**src/rtl/i2c_pend_pkg.sv**
```systemverilog
// Package: shared types for the I2C byte-completion pending flag.
// Assumes nothing beyond being compiled before the modules that import it.
package i2c_pend_pkg;

    // Status strobes reported by the shift and address logic.
    typedef struct packed {
        logic tx_done;
        logic rx_done;
        logic arb_lost;
        logic addr_hit;
        logic gcall_hit;
        logic free_addr;
    } xfer_stat_t;

    // Which transfer-clock edge (if any) the current strobe is.
    typedef enum logic [1:0] {
        EDGE_NONE   = 2'd0,
        EDGE_EIGHTH = 2'd1,
        EDGE_ACK    = 2'd2
    } clk_edge_e;

endpackage

```
**src/rtl/i2c_bitcount.sv**
```systemverilog
// Module: i2c_bitcount
// Counts falling edges of the transfer clock within a byte and classifies the
// current strobe as the last data-bit edge, the acknowledge edge, or neither.
// Assumes tick is a one-cycle strobe and ack_opt is steady within a byte.
module i2c_bitcount
    import i2c_pend_pkg::*;
#(
    parameter int DATA_BITS = 8,
    parameter int CNT_W     = $clog2(DATA_BITS + 2)
) (
    input  logic      clk,
    input  logic      rst_n,
    input  logic      clr,
    input  logic      tick,
    input  logic      ack_opt,
    output clk_edge_e edge_kind
);

    localparam logic [CNT_W-1:0] LAST_DATA = CNT_W'(DATA_BITS - 1);
    localparam logic [CNT_W-1:0] ACK_POS   = CNT_W'(DATA_BITS);

    logic [CNT_W-1:0] cnt_q;
    logic [CNT_W-1:0] wrap_at;

    // Select the count value at which the byte ends.
    always_comb begin
        wrap_at = ack_opt ? ACK_POS : LAST_DATA;
    end

    // Classify the strobe by the position it lands on.
    always_comb begin
        edge_kind = EDGE_NONE;
        if (tick) begin
            if (cnt_q == LAST_DATA) begin
                edge_kind = EDGE_EIGHTH;
            end else if (ack_opt && (cnt_q == ACK_POS)) begin
                edge_kind = EDGE_ACK;
            end
        end
    end

    // Advance on each counted edge and wrap at the end of the byte.
    always_ff @(posedge clk) begin
        if (!rst_n || clr) begin
            cnt_q <= '0;
        end else if (tick) begin
            if (cnt_q >= wrap_at) begin
                cnt_q <= '0;
            end else begin
                cnt_q <= cnt_q + CNT_W'(1);
            end
        end
    end

endmodule

```
**src/rtl/i2c_cause_latch.sv**
```systemverilog
// Module: i2c_cause_latch
// Records whether a qualifying status strobe arrived during the current byte,
// and separately whether it was a receive, until the byte's last edge.
// Assumes slave_rx and free_fmt are steady within a byte.
module i2c_cause_latch
    import i2c_pend_pkg::*;
(
    input  logic       clk,
    input  logic       rst_n,
    input  logic       clr,
    input  logic       end_byte,
    input  logic       slave_rx,
    input  logic       free_fmt,
    input  xfer_stat_t stat,
    output logic       done_any,
    output logic       rx_any
);

    logic done_q;
    logic rx_q;
    logic addr_ok;
    logic done_now;
    logic rx_now;

    // Qualify the address strobes by the active format.
    always_comb begin
        if (free_fmt) begin
            addr_ok = slave_rx && stat.free_addr;
        end else begin
            addr_ok = slave_rx && (stat.addr_hit || stat.gcall_hit);
        end
        rx_now   = stat.rx_done || addr_ok;
        done_now = stat.tx_done || stat.arb_lost || rx_now;
        done_any = done_q || done_now;
        rx_any   = rx_q || rx_now;
    end

    // Hold the recorded causes until the byte ends or the block is cleared.
    always_ff @(posedge clk) begin
        if (!rst_n || clr || end_byte) begin
            done_q <= 1'b0;
            rx_q   <= 1'b0;
        end else begin
            done_q <= done_any;
            rx_q   <= rx_any;
        end
    end

endmodule

```
**src/rtl/i2c_fall_pulse.sv**
```systemverilog
// Module: i2c_fall_pulse
// Produces a one-cycle pulse in the first cycle a level reads 0 after 1.
// Assumes the level is registered and resets to 1.
module i2c_fall_pulse (
    input  logic clk,
    input  logic rst_n,
    input  logic lvl,
    output logic pulse
);

    logic prev_q;

    // Remember the level from the previous cycle.
    always_ff @(posedge clk) begin
        if (!rst_n) begin
            prev_q <= 1'b1;
        end else begin
            prev_q <= lvl;
        end
    end

    // Flag the 1-to-0 transition.
    always_comb begin
        pulse = prev_q && !lvl;
    end

endmodule

```
**src/rtl/i2c_byte_pend.sv**
```systemverilog
// Module: i2c_byte_pend (top)
// Active-low byte-completion pending flag with SCL hold and interrupt pulse.
// Software releases the flag with priority over a completion in the same cycle.
// Assumes one-cycle strobes, and no scl_fall strobe while scl_hold is high
// (such strobes are ignored).
module i2c_byte_pend
    import i2c_pend_pkg::*;
#(
    parameter int DATA_BITS = 8
) (
    input  logic clk,
    input  logic rst_n,
    input  logic en,
    input  logic sw_rst,
    input  logic ack_opt,
    input  logic wait_opt,
    input  logic free_fmt,
    input  logic slave_rx,
    input  logic wr_data,
    input  logic wr_clkctl,
    input  logic scl_fall,
    input  logic tx_done,
    input  logic rx_done,
    input  logic arb_lost,
    input  logic addr_hit,
    input  logic gcall_hit,
    input  logic free_addr,
    output logic pend_n,
    output logic irq,
    output logic scl_hold
);

    localparam int CNT_W = $clog2(DATA_BITS + 2);

    logic       pend_q;
    logic       wait_q;
    logic       off;
    logic       ack_wait;
    logic       tick;
    clk_edge_e  edge_kind;
    logic       at_eighth;
    logic       at_ack;
    logic       last_edge;
    logic       done_any;
    logic       rx_any;
    logic       ctl_release;
    logic       set_req;
    logic       early_rx;
    logic       clr_req;
    xfer_stat_t stat;

    // Gather the status strobes and the mode conditions.
    always_comb begin
        stat.tx_done   = tx_done;
        stat.rx_done   = rx_done;
        stat.arb_lost  = arb_lost;
        stat.addr_hit  = addr_hit;
        stat.gcall_hit = gcall_hit;
        stat.free_addr = free_addr;
        off            = !en || sw_rst;
        ack_wait       = ack_opt && wait_opt;
        tick           = scl_fall && pend_q;
    end

    i2c_bitcount #(
        .DATA_BITS (DATA_BITS),
        .CNT_W     (CNT_W)
    ) u_count (
        .clk       (clk),
        .rst_n     (rst_n),
        .clr       (off),
        .tick      (tick),
        .ack_opt   (ack_opt),
        .edge_kind (edge_kind)
    );

    // Decode the byte-end edge for the selected mode.
    always_comb begin
        at_eighth = (edge_kind == EDGE_EIGHTH);
        at_ack    = (edge_kind == EDGE_ACK);
        last_edge = ack_opt ? at_ack : at_eighth;
    end

    i2c_cause_latch u_cause (
        .clk      (clk),
        .rst_n    (rst_n),
        .clr      (off),
        .end_byte (last_edge),
        .slave_rx (slave_rx),
        .free_fmt (free_fmt),
        .stat     (stat),
        .done_any (done_any),
        .rx_any   (rx_any)
    );

    // Form the release and completion requests.
    always_comb begin
        ctl_release = wr_clkctl && wait_opt && wait_q;
        set_req     = wr_data || off || ctl_release;
        early_rx    = ack_wait && at_eighth && rx_any;
        clr_req     = (last_edge && done_any) || early_rx;
    end

    // Pending flag: release has priority over completion.
    always_ff @(posedge clk) begin
        if (!rst_n) begin
            pend_q <= 1'b1;
        end else if (set_req) begin
            pend_q <= 1'b1;
        end else if (clr_req) begin
            pend_q <= 1'b0;
        end
    end

    // Wait-mode receive hold: set at the early request, cleared by release or ack edge.
    always_ff @(posedge clk) begin
        if (!rst_n || off) begin
            wait_q <= 1'b0;
        end else if (early_rx && !set_req) begin
            wait_q <= 1'b1;
        end else if (ctl_release || at_ack) begin
            wait_q <= 1'b0;
        end
    end

    i2c_fall_pulse u_pulse (
        .clk   (clk),
        .rst_n (rst_n),
        .lvl   (pend_q),
        .pulse (irq)
    );

    // Drive the flag and the SCL hold request.
    always_comb begin
        pend_n   = pend_q;
        scl_hold = !pend_q;
    end

endmodule

```
**config.mk**
```make
export PLATFORM = sky130hd
export DESIGN_NAME = i2c_byte_pend
export DESIGN_NICKNAME = d
export VERILOG_FILES = /design/src/rtl/i2c_pend_pkg.sv /design/src/rtl/i2c_bitcount.sv /design/src/rtl/i2c_cause_latch.sv /design/src/rtl/i2c_fall_pulse.sv /design/src/rtl/i2c_byte_pend.sv
export SDC_FILE = /design/constraint.sdc
export NUM_CORES = 1
export LEC_CHECK = 0
export BUFFER_PORTS_ARGS = -buffer_cell sky130_fd_sc_hd__buf_2
export CORE_MARGIN = 3
export CORE_UTILIZATION = 40
export DETAILED_ROUTE_END_ITERATION = 6
export PLACE_DENSITY = 0.66
export SYNTH_ARGS = -nofsm -noshare
export SYNTH_HDL_FRONTEND = slang
export SYNTH_SLANG_ARGS = --single-unit
```
**constraint.sdc**
```tcl
create_clock -name clk -period 2.3 [get_ports clk]
set_input_delay 0.23 -clock clk [delete_from_list [all_inputs] [get_ports clk]]
set_output_delay 0.23 -clock clk [all_outputs]
set_load 0.01 [all_outputs]
```
==> results of run 1 <==
placed cells by master (no fill, tap or decap), drive strengths merged:
master	synthesis	final
o21ai	3	3
nor2b	1	1
buf	1	19
a211oi	5	5
nand4b	1	1
o21bai	1	1
a31oi	1	1
nor4	1	1
xnor2	1	1
a311oi	1	1
nand2b	2	2
clkbuf	0	4
or3	1	1
a41o	1	1
nand4	1	1
nand2	6	6
nor4bb	1	1
a311o	1	1
ha	6	6
and4b	1	1
or4	1	1
inv	5	5
and2	1	1
nor2	3	3
xor2	2	2
mux2i	1	1
nand3b	1	1
dfxtp	9	9
a21oi	1	1
how the worst max path moves through the flow:
| stage | start | end | slack, ns | depth (start not counted) |
|---|---|---|---|---|
| 6_report | u_count.cnt_q[0] | u_count.cnt_q[0] | 0.68 | 6 |
| 5_1_grt | u_count.cnt_q[0] | u_count.cnt_q[2] | 0.59 | 6 |
| 4_1_cts | u_count.cnt_q[0] | u_count.cnt_q[0] | 0.69 | 6 |
| 3_5_place_dp | u_count.cnt_q[0] | u_count.cnt_q[0] | 0.72 | 6 |
| 3_3_place_gp | ack_opt | u_count.cnt_q[0] | 0.72 | 7 |
| 2_1_floorplan | u_count.cnt_q[0] | u_count.cnt_q[0] | 0.84 | 6 |
critical path, stage by stage (launching register included):
cell      delay, ns
dfxtp_1        0.39
inv_1          0.08
ha_1           0.26
nand2b_1       0.14
a211oi_1       0.23
o21bai_1       0.17
a211oi_1       0.26
state kept, by name, indices dropped and copies added (netlist names):
| signal | cells |
|---|---|
| u_pulse.prev_q | 1 |
| u_cause.rx_q | 1 |
| pend_n | 1 |
| u_count.cnt_q | 4 |
| u_cause.done_q | 1 |
| wait_q | 1 |
power by group:
part / switching, W / leakage, nW / internal [W]
combinational: 0.0000204 / 0.244 / 0.0000205
sequential: 0.00000124 / 0.0729 / 0.000158
clock: 0.0000543 / 0.0150 / 0.0000668
final cells by class:
cell class | instances | area [µm²] | area share
clock buffers | 4 | 26.3 | 0.0378
inverters | 5 | 18.8 | 0.0270
multi-input cells | 45 | 358 | 0.514
flip-flops and latches | 9 | 180 | 0.259
well taps | 14 | 17.5 | 0.0252
repair buffers | 19 | 95.1 | 0.137
logic make-up after synthesis:
group / Yosys count / share of synthesized area
xor+xnor: 3 / 0.0468
mux: 1 / 0.0178
simple gates: 21 / 0.249
flops: 9 / 0.321
compound gates: 14 / 0.189
fa+ha+maj: 6 / 0.134
buf+inv: 6 / 0.0423
per-stage QoR:
| stage | instances | utilization | hold slack, ns |
|---|---|---|---|
| floorplan | 60 | - | 0.300 |
| global placement | 92 | 0.557 | 0.453 |
| detailed placement | 92 | 0.557 | 0.453 |
| CTS | 96 | 0.579 | 0.182 |
| global route | 96 | 0.579 | 0.187 |
| finish | 96 | 0.579 | 0.185 |
per-layer routing:
layer	vias up	GRT usage	wire [µm]
met3	0	0.0498	92
met1	212	0.187	542
li1	269	-	-
met2	17	0.189	438
met5	-	0	0
met4	0	0.0361	0
==> summary.md, run 1 <==
| Metric | Value |
|---|---|
| Status | `finished, final reports clean` |
| RSZ-0062 raised after global routing | `no` |
| CTS HTree Levels | `1` |
| Slew Limit Fails | `0` |
| DR vias | `498` |
| Number of synthesized flops with an enable pin | `0` |
| Initial antenna violation count | `0` |
| Skew final | `0.00647 ns` |
| Area Growth Syn to Fin | `23.8%` |
| Synth Net Count | `83` |
| Cell leakage power | `0.331 nW` |
| Setup crit end kind | `register` |
| Initial Util | `0.468` |
| Die width | `43.5 µm` |
| Rows | `12` |
| Final min period | `1.62 ns` |
| Slew headroom | `0.762` |
| Worst r2r src | `u_count.cnt_q[0]` |
| Post-Syn Area per Cell | `9.36 µm²` |
| Hold_buf cts | `0` |
| ANT cells | `0` |
| DRC Markers | `0` |
| Crit start category | `register` |
| Cell Area, Synth | `562 µm²` |
| Post-cts sizing count | `0` |
| Share of layout cells above drive strength 1 | `0.305` |
| Max Cap Viol | `0` |
| Yosys top cell by area | `dfxtp_1` |
| WL final | `1.07 mm` |
| # IOs | `20` |
| Largest net degree at the start of global routing | `11` |
| DPL Wire Length | `877 µm` |
| First-pass GRT wire length | `1.92 mm` |
| Latest clock arrival within the worst-skew pair | `0.26 ns` |
| Final WS setup | `0.680 ns` |
| Cts bufs inserted | `3` |
| Worst Hold Path Cells | `2` |
| Synth top cells by count | `dfxtp_1, ha_1, nand2_1, a211oi_1, inv_1` |
| Clock transition at the registers of the reported paths | `0.06 ns` |
| Max Root-Sink Buffers | `2` |
| Post-synth ARST share | `0` |
| Wirelength per Cell | `11.2 µm` |
| Number of synthesis warnings | `0` |
| Worst R2R End | `u_count.cnt_q[0]` |
| Place WS | `0.723 ns` |
| Initial DRC Count | `12` |
| Cell Pwr Density | `462 nW/µm²` |
| Tcrit/Tclk final | `0.705` |
| Min-delay src | `rst_n` |
| Worst Path Max Fanout | `4` |
| Hold WC Path Type | `in2reg` |
| IO buf count | `19` |
| GRT Total Usage | `0.133` |
| Measured slew at the worst slew-check pin | `0.357 ns` |
| Vias in the first global route | `453` |
| CTS sink count | `9` |
| R2R depth | `6` |
| #FFs+latches synth | `9` |
| Final Cell Area | `696 µm²` |
| Setup violations, final | `0` |
| Synth area leaders | `dfxtp_1, ha_1, a211oi_1, nand2_1, nand3b_4` |
| Final antenna-violating net count | `0` |
| Setup TNS | `0 ns` |
| CP Class | `reg2reg` |
| Full die area | `1890 µm²` |
| Final hold vios | `0` |
| Crit path DAT | `1.79 ns` |
| Worst Path Required | `2.47 ns` |
| CORE AREA | `1200 µm²` |
| Post-Syn Instances | `60` |
| Most common cell in the netlist | `dfxtp_1` |
| R2r setup slk | `0.68 ns` |
| Max Clock Freq | `0.617 GHz` |
| Yosys cell types | `29` |
| Routability congestion estimate | `0.771` |
| Vias per cell | `5.19` |
| Placed instance area | `669 µm²` |
| Most used DFF post-synth | `dfxtp_1` |
| CTS tree | `done` |
| DR pass1 iterations | `4` |
| Part of the Yosys area used for sequential elements | `0.321` |
| Die Ht | `43.5 µm` |
| VDD IR-drop max | `0.311 mV` |
| # nets final | `106` |
| Post-synth top area share | `0.321` |
| Post-CTS Setup Inserts | `0` |
| # fillers | `117` |
| Total grt overflow | `0` |
| Pwr Total | `0.000321 W` |
| Clk root buf | `clkbuf_4` |
| Endpoint, Worst Hold | `u_pulse.prev_q` |
Note: power is estimated with default switching activity, not from simulation.
==> run 2: changes to the inputs <==
==> constraint.sdc (replaced) <==
create_clock -name clk -period 1.5 [get_ports clk]
set_input_delay 0.15 -clock clk [delete_from_list [all_inputs] [get_ports clk]]
set_output_delay 0.15 -clock clk [all_outputs]
set_load 0.01 [all_outputs]
==> run 2 against run 1 <==
Compared with the run above: clock-buffer cell count unchanged; flip-flop and latch count unchanged; sequential share of layout area down 2.4 points; die area unchanged; design area up 11%; sequential power up 53%; utilization up 6.5 points; combinational power up 110%; clock skew up 0.0019 ns.
==> summary.md, run 2 (synthesis results as in run 1) <==
| Metric | Value |
|---|---|
| Status | `finished, final reports clean` |
| Final antenna-violating net count | `0 (unchanged)` |
| Internal power | `0.000388 W (+58%)` |
| Cell leakage power | `0.366 nW (+10%)` |
| Hold_buf cts | `0 (unchanged)` |
| CTS HTree Levels | `1 (unchanged)` |
| R2r setup slk | `0.009 ns (-0.67 ns)` |
| Worst Hold Path Cells | `2 (unchanged)` |
| # fillers | `113 (-3.4%)` |
| CTS tree | `done` |
| Initial Util | `0.468 (unchanged)` |
| IO buf count | `19 (unchanged)` |
| Sequential share of power | `0.465 (-0.030)` |
| Largest net degree at the start of global routing | `7 (-4)` |
| Max reg flops | `4 (unchanged)` |
| DR pass1 iterations | `6 (+2)` |
| # nets final | `110 (+3.8%)` |
| First-pass GRT wire length | `2.20 mm (+15%)` |
| CORE AREA | `1200 µm² (unchanged)` |
| Slew Limit Fails | `0 (unchanged)` |
| Most frequent cells in the layout | `buf_2, dfxtp_1, nand2_1, ha_1` |
| Crit path DAT | `1.67 ns (-0.12 ns)` |
| Die width | `43.5 µm (unchanged)` |
| Skew final | `0.00837 ns (+0.00190 ns)` |
| Final hold vios | `0 (unchanged)` |
| VDD IR-drop max | `0.465 mV (+49%)` |
| Combinational power share | `0.167 (+0.040)` |
| Setup crit end kind | `register` |
| Share of layout cells above drive strength 1 | `0.430 (+0.125)` |
| Total grt overflow | `0 (unchanged)` |
| ANT cells | `0 (unchanged)` |
| CTS sink count | `9 (unchanged)` |
| GRT Total Usage | `0.159 (+0.0263)` |
| Measured slew at the worst slew-check pin | `0.298 ns (-0.0595 ns)` |
| Initial antenna violation count | `0 (unchanged)` |
| DR vias | `538 (+8.0%)` |
| Full die area | `1890 µm² (unchanged)` |
| Switching share of power | `0.258 (+0.0214)` |
| WL final | `1.38 mm (+28%)` |
| Clock transition at the registers of the reported paths | `0.07 ns (about the same)` |
| Latest clock arrival within the worst-skew pair | `0.26 ns (about the same)` |
| Setup TNS | `0 ns (unchanged)` |
| Worst R2R End | `u_count.cnt_q[3]` |
| CP Class | `reg2reg` |
| Worst Path Max Fanout | `4 (unchanged)` |
| Routability congestion estimate | `0.748 (-3.0%)` |
| Initial DRC Count | `8 (-4)` |
| Cell Pwr Density | `677 nW/µm² (+47%)` |
| Worst r2r src | `u_count.cnt_q[0]` |
| Wirelength per Cell | `13.8 µm (+23%)` |
| Rows | `12 (unchanged)` |
| Area Growth Syn to Fin | `37.6%` |
| Vias in the first global route | `516 (+14%)` |
| Final min period | `1.49 ns (-0.130 ns)` |
| Slew headroom | `0.802 (+0.0396)` |
| Cts bufs inserted | `3 (unchanged)` |
| Max Root-Sink Buffers | `2 (unchanged)` |
| Net Sw Power | `0.000135 W (+78%)` |
| Max Cap Viol | `0 (unchanged)` |
| Fin util | `0.644 (+0.0646)` |
| Endpoint, Worst Hold | `u_pulse.prev_q` |
| Pwr Total | `0.000523 W (+63%)` |
| Vias per cell | `5.38 (+3.7%)` |
| Worst Path Required | `1.68 ns (-0.79 ns)` |
| Setup violations, final | `0 (unchanged)` |
| Crit start category | `register` |
| Die Ht | `43.5 µm (unchanged)` |
| DPL Wire Length | `974 µm (+11%)` |
| Most common cell after layout, fill and taps aside | `buf_2` |
| R2R depth | `6 (unchanged)` |
| Footprint of the multi-input gates | `404 µm² (+13%)` |
| Most flops, register | `u_count.cnt_q` |
| Clk root buf | `clkbuf_4` |
| Hold WC Path Type | `in2reg` |
| # IOs | `20 (unchanged)` |
| Max Clock Freq | `0.671 GHz (+8.7%)` |
| Tcrit/Tclk final | `0.994 (+0.289)` |
| Clock network power share | `0.368 (-0.009)` |
| Min-delay src | `rst_n` |
| DRC Markers | `0 (unchanged)` |
| Reg area | `181 µm² (+0.69%)` |
run 2: changes by cell type in the layout (fill, tap and decap cells not counted), moves of 2 or more:
cell and change:
buf_4 +4, a211oi_1 -4, o21ai_1 +2, o21ai_0 -2, a211oi_2 +3
run 2: how the worst max path moves through the flow:
stage                                start               end  slack, ns  cells after the start
final                     u_count.cnt_q[0]  u_count.cnt_q[3]      0.009                      6
after global routing      u_count.cnt_q[0]  u_count.cnt_q[3]      -0.03                      6
after CTS                 u_count.cnt_q[0]  u_count.cnt_q[3]      0.009                      6
after detailed placement  u_count.cnt_q[0]  u_count.cnt_q[0]      -0.01                      6
after global placement    u_count.cnt_q[0]  u_count.cnt_q[3]       0.04                      6
after floorplan           u_count.cnt_q[0]  u_count.cnt_q[0]       0.04                      6
run 2: final cells by class:
| cell class | instances | share of cell area |
|---|---|---|
| clock buffer | 4 | 0.0340 |
| inverter | 5 | 0.0243 |
| multi-input combinational | 45 | 0.523 |
| sequential | 9 | 0.235 |
| tap | 14 | 0.0227 |
| timing repair buffer | 23 | 0.162 |
run 2: what timing repair did:
action	CTS	global route
pin swaps	1	6
setup buffers	0	0
resized for setup	4	8
setup endpoints to repair	4	7
run 2: metal layers:
layer | vias up | GRT usage | wire [µm]
li1 | 272 | - | -
met1 | 244 | 0.182 | 606
met2 | 17 | 0.257 | 652
met3 | 5 | 0.0581 | 99
met4 | 0 | 0.0843 | 19
met5 | - | 0 | 0
run 2: power by group through the flow:
stage	Sequential, W	Combinational [W]	Clock (W)
final	0.000243	0.0000872	0.000193
after global routing	0.000244	0.0000970	0.000208
after CTS	0.000243	0.0000747	0.000192
after detailed placement	0.000249	0.0000692	0
after global placement	0.000249	0.0000680	0
after floorplan	0.000249	0.0000321	0
run 2: per-stage QoR:
| step | instance area (µm²) | worst slack [ns] | hold slack (ns) | std cells |
|---|---|---|---|---|
| after floorplan | 562 | 0.0430 | 0.220 | 60 |
| after global placement | 699 | 0.0355 | 0.376 | 96 |
| after detailed placement | 699 | -0.0118 | 0.380 | 96 |
| after CTS | 744 | 0.00874 | 0.122 | 100 |
| after global routing | 773 | -0.0340 | 0.122 | 100 |
| final | 773 | 0.00944 | 0.119 | 100 |
run 2: critical path, cell delays in order, from the launching register on:
cell	delay [ns]
dfxtp_2	0.33
inv_2	0.04
ha_1	0.29
nand2b_4	0.15
a211oi_4	0.25
o21bai_4	0.13
a211oi_2	0.21
